--- src/rtl/seeprom_loader.sv ---
module seeprom_loader #(
  parameter int          HALF_CYC    = 4,
  parameter int          WORDS       = 64,
  parameter logic [15:0] CSUM_TARGET = 16'hBABA
) (
  input  logic        clk,
  input  logic        rst_n,
  input  logic        load_req,
  input  logic        host_rd_req,
  input  logic [7:0]  host_addr,
  output logic [15:0] host_rd_data,
  output logic        host_rd_valid,
  output logic        busy,
  output logic        done,
  output logic        csum_ok,
  output logic [47:0] station_addr,
  output logic [2:0]  ee_pins,
  input  logic        ee_dout
);
  localparam int DW = (HALF_CYC > 1) ? $clog2(HALF_CYC) : 1;
  localparam int IW = $clog2(WORDS) + 1;
  localparam logic [5:0] LAST_STEP = 6'd61;

  typedef enum logic [1:0] {S_IDLE, S_PROBE, S_SCAN, S_HOST} st_t;

  st_t            st;
  logic [DW-1:0]  div;
  logic [5:0]     step;
  logic [15:0]    shreg, sum;
  logic [7:0]     acc_addr;
  logic           wide;
  logic [IW-1:0]  idx;
  logic [47:0]    img;

  assign busy = (st != S_IDLE);

  wire        tick    = busy && (div == DW'(HALF_CYC - 1));
  wire        acc_end = tick && (step == LAST_STEP);
  wire [15:0] nsum    = sum + shreg;
  wire [12:0] frame   = (wide && st != S_PROBE) ? {2'b00, 3'b110, acc_addr}
                                                : {4'b0000, 3'b110, acc_addr[5:0]};
  wire [5:0]  ci      = (step - 6'd2) >> 1;
  wire        in_cmd  = (step >= 6'd2) && (step <= 6'd27);
  wire        in_dat  = (step >= 6'd29) && (step <= 6'd59);

  logic sk, cs, di;
  always_comb begin
    cs = busy && (step != 6'd0) && (step != LAST_STEP);
    sk = busy && step[0] && ((step >= 6'd3 && step <= 6'd27) || in_dat);
    di = busy && in_cmd && frame[4'd12 - ci[3:0]];
  end
  assign ee_pins = {di, cs, sk};

  always_ff @(posedge clk) begin
    if (!rst_n) begin
      st            <= S_PROBE;
      div           <= '0;
      step          <= '0;
      shreg         <= '0;
      sum           <= '0;
      acc_addr      <= '0;
      wide          <= 1'b0;
      idx           <= '0;
      img           <= '0;
      done          <= 1'b0;
      csum_ok       <= 1'b0;
      station_addr  <= '0;
      host_rd_data  <= '0;
      host_rd_valid <= 1'b0;
    end else begin
      done          <= 1'b0;
      host_rd_valid <= 1'b0;
      if (st == S_IDLE) begin
        div  <= '0;
        step <= '0;
        if (load_req) begin
          st           <= S_PROBE;
          acc_addr     <= '0;
          csum_ok      <= 1'b0;
          station_addr <= '0;
        end else if (host_rd_req) begin
          st       <= S_HOST;
          acc_addr <= host_addr;
        end
      end else begin
        div <= tick ? '0 : div + 1'b1;
        if (tick) step <= acc_end ? 6'd0 : step + 6'd1;
        if (tick && step[0] && in_dat) shreg <= {shreg[14:0], ee_dout};
        if (acc_end) begin
          case (st)
            S_PROBE: begin
              wide     <= (shreg == 16'hFFFF);
              st       <= S_SCAN;
              idx      <= '0;
              sum      <= '0;
              acc_addr <= '0;
            end
            S_SCAN: begin
              sum <= nsum;
              if (idx == IW'(0)) img[15:0]  <= shreg;
              if (idx == IW'(1)) img[31:16] <= shreg;
              if (idx == IW'(2)) img[47:32] <= shreg;
              if (idx == IW'(WORDS - 1)) begin
                st           <= S_IDLE;
                done         <= 1'b1;
                csum_ok      <= (nsum == CSUM_TARGET);
                station_addr <= (nsum == CSUM_TARGET) ? img : '0;
              end else begin
                idx      <= idx + 1'b1;
                acc_addr <= 8'(idx + 1'b1);
              end
            end
            default: begin
              host_rd_data  <= shreg;
              host_rd_valid <= 1'b1;
              st            <= S_IDLE;
            end
          endcase
        end
      end
    end
  end

  p_idle_pins_r1: assert property (@(posedge clk) disable iff (!rst_n)
    !busy |-> ee_pins == 3'b000);
  p_di_hold_r3: assert property (@(posedge clk) disable iff (!rst_n)
    (ee_pins[0] && $past(ee_pins[0])) |-> $stable(ee_pins[2]));
  p_addr_zero_r7: assert property (@(posedge clk) disable iff (!rst_n)
    (done && !csum_ok) |-> station_addr == '0);
  p_done_pulse_r8: assert property (@(posedge clk) disable iff (!rst_n)
    done |=> !done);
  p_done_idle_r8: assert property (@(posedge clk) disable iff (!rst_n)
    done |-> !busy);
  p_valid_idle_r9: assert property (@(posedge clk) disable iff (!rst_n)
    host_rd_valid |-> !busy);
endmodule

--- config.mk ---
export PLATFORM = sky130hd
export DESIGN_NAME = seeprom_loader
export DESIGN_NICKNAME = d
export VERILOG_FILES = /design/src/rtl/seeprom_loader.sv
export SDC_FILE = /design/constraint.sdc
export NUM_CORES = 1
export LEC_CHECK = 0
export BUFFER_PORTS_ARGS = -buffer_cell sky130_fd_sc_hd__buf_2
export CORE_AREA = 2 2 142 144
export DETAILED_ROUTE_END_ITERATION = 10
export DIE_AREA = 0 0 144 146
export PLACE_DENSITY = 0.56
export SYNTH_ARGS = -nofsm -noshare
export SYNTH_HDL_FRONTEND = slang
export SYNTH_SLANG_ARGS = --single-unit
export TNS_END_PERCENT = 50
--- constraint.sdc ---
create_clock -name clk -period 4.4 [get_ports clk]
set_input_delay 1.32 -clock clk [delete_from_list [all_inputs] [get_ports clk]]
set_output_delay 1.32 -clock clk [all_outputs]
set_load 0.1 [all_outputs]
== Yosys cells after proc, flatten, opt, wreduce, memory -nomap -nowiden ==
Index checks and enable logic that the tools add are counted.
Word-level totals
  input port bits: 13
  flip-flop bits (word level): 173
  word-level logic and storage cells: 122
Operators by class
  muxes and demuxes: 32
  bitwise logic cells: 5
  add/subtract/negate cells: 7
  magnitude comparators: 6
  reduce and logical (&&, ||, !) cells: 40
  eq/ne operators: 16
Operators with widths (number)
  $mux W48: 6
  $mux W8: 5
  $eq A16 B16 Y1 const B: 2
  $pmux W16 S2: 1
  $reduce_and A4 Y1: 6
  $add A16 B16 Y16: 1
  $pmux W8 S2: 1
  $logic_and A1 B1 Y1: 14
  $pmux W7 S2: 1
  $ge A6 B2 Y1 const B: 2
  $reduce_and A3 Y1: 4
  $mux W11: 1
  $mux W2: 5
  $reduce_bool A2 Y1: 5
  $ne A3 B3 Y1 const B: 3
  $add A7 B1 Y8 const B: 1
  $mux W1: 8
  $add A7 B1 Y7 const B: 1
  $eq A7 B1 Y1 const B: 1
  $eq A7 B2 Y1 const B: 1
  $eq A7 B6 Y1 const B: 1
  $logic_not A7 Y1: 1
  $mux W7: 1
  $add A6 B1 Y6 const B: 1
  25 further kinds: 33

== Logic depth before layout (Yosys ltp) ==
  depth after elaboration: 7
  mapped depth: 14
  gate-level depth less buffers: 11

== Worst setup path after synthesis ==
OpenSTA, ideal clock, no wires.
  path type: flip-flop to output port
  start: register step[1]
  end: output port ee_pins[2]
  stages on the path, launching flop included: 9
  data arrival time: 2162 ps
  buffers on the path: 2
  slack: 918 ps
  cells stage by stage: dfxtp_1 clkbuf_1 inv_1 ha_1 mux4_2 mux2_2 a21oi_1 nor2_1 buf_4
Between the ends
  longest elaborated chain between the ends: 5
RTL lines
  start: declaration: line 28  | logic [5:0] step;
  start signal: assignment: line 87  | if (tick) step <= acc_end ? 6'd0 : step + 6'd1;
  $sub A5 B2 Y5: line 42  | wire [5:0] ci = (step - 6'd2) >> 1;
  $sub A4 B4 Y4: line 50  | di = busy && in_cmd && frame[4'd12 - ci[3:0]];
  $bmux W1 S4: line 50
  $mux W1 (not written as such): line 50
  $logic_and A1 B1 Y1 *: line 50
  end: declaration: line 17  | output logic [2:0] ee_pins,
Every way passes the cells marked *; elsewhere a longest branch is shown, timed or not. The select of a mux whose other input is x is not followed.

== Worst setup path after layout ==
Ends and elaborated chain as after synthesis.

==> impl_metrics.py <==
metrics = {
    "final_layout": {
        "nets": 1018,
        "layout-drive-gt1-share_pct": 15.0,
        "areaGrowthSynthToFinish_pct": 15.8,
        "n_antenna_cell": 0,
        "seqCellArea_um2": 3460,
        "fillerInstances": 1958,
        "final_util_pct": 46.2,
        "multi_input_area_um2": 3820,
    },
    "floorplanning": {
        "fp.dieW_um": 144,
        "die_area_um2": 21000,
        "rows": 51,
        "dieHeight_um": 146,
        "initial_core_util_pct": 39.9,
        "core_area_um2": 19300,
        "ioPinCount": 84,
    },
    "synthesis": {
        "synth_cell_type_count": 62,
        "synthMostInstantiatedCell": "dfxtp_1",
        "async_reset_ff_share_pct": 0,
        "synth_seq_cells": 173,
        "yosysWarnings": 0,
        "synth.largest_area_cell": "dfxtp_1",
        "synth_commonest_cells": "dfxtp_1 (173), nand2_1 (122), nor2_1 (114)",
        "synth-main-ff-cell": "dfxtp_1",
        "synth_area_per_cell_um2": 8.53,
        "syn-num-nets": 951,
        "synth_edf_count": 0,
        "syn_area_um2": 7710,
        "synthTopCellsByArea": "dfxtp_1 (45%), mux2i_1 (8.3%), nand2_1 (5.9%)",
        "synthCells": 904,
        "yosysSeqAreaShare_pct": 44.9,
        "yosysTopAreaCellShare_pct": 44.9,
    },
    "grt": {
        "grt_overflow_total": 0,
        "grt_use_met1_pct": 25.6,
        "grt_pass1_wl_mm": 30.3,
        "met2_usage_pct": 27.7,
        "busiest_layer": "met2",
        "grt_pass1_vias": 5884,
        "met3_usage_pct": 3.52,
        "antenna_found_initial": 0,
        "grt_start_max_net_pins": 75,
        "grt.total_usage_pct": 18.0,
    },
    "clock_tree": {
        "clock-sinks": 173,
        "clk_pin_slew_ns": 0.07,
        "insertion_delay_ns": 0.43,
        "holdBufCountCts": 0,
        "ctsResizeCount": 0,
        "clockBufferDepth": 2,
        "htree_levels": 4,
        "cts-root-buf": "clkbuf_16",
        "tritoncts": "done",
        "cts_buffers": 17,
        "post_cts_buffers": 0,
    },
    "sta": {
        "finalCritPeriodShare_pct": 93.2,
        "slew_headroom_pct": 33.7,
        "tightestPinTransition_ns": 0.992,
        "finalSetupTns_ns": 0,
        "slew_viol_final": 0,
        "finalSetupViolCount": 0,
        "hold_viol": 0,
        "max_freq_mhz": 244,
        "skew_ns": 0.00870,
        "finalCriticalPeriod_ns": 4.10,
        "rsz0062_at_grt": "false",
    },
    "setup_path": {
        "slowest_delay_ns": 0.61,
        "path_cells": "inv_1, ha_1, mux4_2, mux2_2, a21oi_1, nor2_1, buf_2",
        "path_buf_inv": 2,
        "arrival_ns": 2.78,
        "crit_family": "flip-flops",
        "worst-path-max-fanout": 13,
        "end_kind": "output port",
        "cp-start-kind": "register",
        "slowest_stage": "dfxtp_1",
        "crit_type": "register to output port",
        "required_ns": 3.08,
    },
    "routing": {
        "ant_nets": 0,
        "drt_pass1_iterations": 5,
        "routed_wl_mm": 18.4,
        "vias": 6184,
        "wire_per_inst_um": 14.7,
        "drt-vias-per-instance": 4.95,
        "drc": 0,
        "initialDrtViolationCount": 351,
    },
    "placed_design": {
        "hpwl_mm": 12.5,
        "finalWeightedCongestion": 0.897,
        "portBuffers": 83,
    },
    "outcome": {
        "outcome": "complete, no violations",
    },
    "power": {
        "p_leak_uw": 0.00378,
        "vdd_drop_max_uv": 257,
        "p_per_area_nw_per_um2": 347,
    },
    "job": {
        "maxCapViolCount": 0,
    },
    "min_path": {
        "hold_path_class": "register to register",
    },
}
==> kinds of logic after synthesis <==
logic type                 Yosys count  synth area share [%]
and+or+nand+nor                    326                  18.5
DFF                                173                  44.9
AOI/OAI and AO/OA                  170                  13.7
buffers and inverters              112                  5.87
muxes                               67                  8.89
adders and majority gates           34                  5.61
xor gates and xnor gates            22                  2.50
==> area by class of cell <==
cell class / instances / share of cell area (%)
multi-input combinational: 619 / 42.7
timing repair buffer: 93 / 5.49
tap: 265 / 3.71
inverter: 67 / 2.82
clock inverter: 15 / 1.70
sequential: 173 / 38.8
clock buffer: 17 / 4.76
==> routing by layer <==
| metal | share of wire, % | up-vias |
|---|---|---|
| li1 | - | 3200 |
| met5 | 0 | - |
| met3 | 3.6 | 16 |
| met1 | 51 | 2865 |
| met4 | 1.1 | 0 |
| met2 | 44 | 103 |
==> flip-flops by register name (all words and copies together), names as in the netlist <==
register and count:
acc_addr 8, csum_ok 1, div 2, done 1, host_rd_data 16, host_rd_valid 1
idx 7, img 48, shreg 16, st 2, station_addr 48, step 6
sum 16, wide 1
==> final timing paths <==
| check | slack [ns] | to | depth (start not counted) | start |
|---|---|---|---|---|
| worst max-delay path | 0.30 | ee_pins[2] | 7 | step[1] |
| worst min-delay path | 0.43 | div[0] | 1 | div[0] |
| worst max register to register | 0.95 | station_addr[6] | 12 | st[0] |
| worst min register to register | 0.43 | div[0] | 1 | div[0] |
==> per-stage QoR <==
step | worst slack, ns | hold slack, ns | area (µm²) | std cells | power [µW]
after floorplan | 0.918 | 0.404 | 7710 | 904 | 1650
after global placement | 0.780 | 0.416 | 8350 | 1217 | 1670
after detailed placement | 0.771 | 0.424 | 8350 | 1217 | 1670
after CTS | 0.287 | 0.434 | 8930 | 1249 | 3130
after global routing | 0.0391 | 0.458 | 8930 | 1249 | 3210
final | 0.301 | 0.434 | 8930 | 1249 | 3100
==> worst register-to-register path, stage by stage (launching register included) <==
cell	delay (ns)
dfxtp_1	0.34
inv_1	0.09
ha_1	0.50
clkinv_1	0.43
nor4_2	0.38
buf_4	0.20
nand3_1	0.07
nor4_1	0.30
nand4_1	0.15
nor4_1	0.18
nand4b_1	0.15
buf_4	0.33
o21ai_0	0.26
==> placed cells by master (no fill, tap or decap), drive strengths merged, types with 13 or more instances in the layout <==
| master | netlist | routed |
|---|---|---|
| dfxtp | 173 | 173 |
| o21ai | 67 | 67 |
| nor2 | 114 | 114 |
| inv | 66 | 74 |
| clkbuf | 29 | 17 |
| mux2i | 64 | 64 |
| buf | 16 | 93 |
| nor3 | 18 | 18 |
| xnor2 | 14 | 14 |
| ha | 33 | 33 |
| a211oi | 13 | 13 |
| nand2 | 122 | 122 |
| nand3 | 19 | 19 |
| a21oi | 50 | 50 |
==> power breakdown <==
group	leakage, µW	total, µW	switching, µW	internal, µW
Combinational	0.00212	60.4	45.4	15.0
Clock	0.000270	1470	712	755
Sequential	0.00139	1570	3.00	1570
Total	0.00378	3100	761	2340
(Power assumes the default switching activity.)
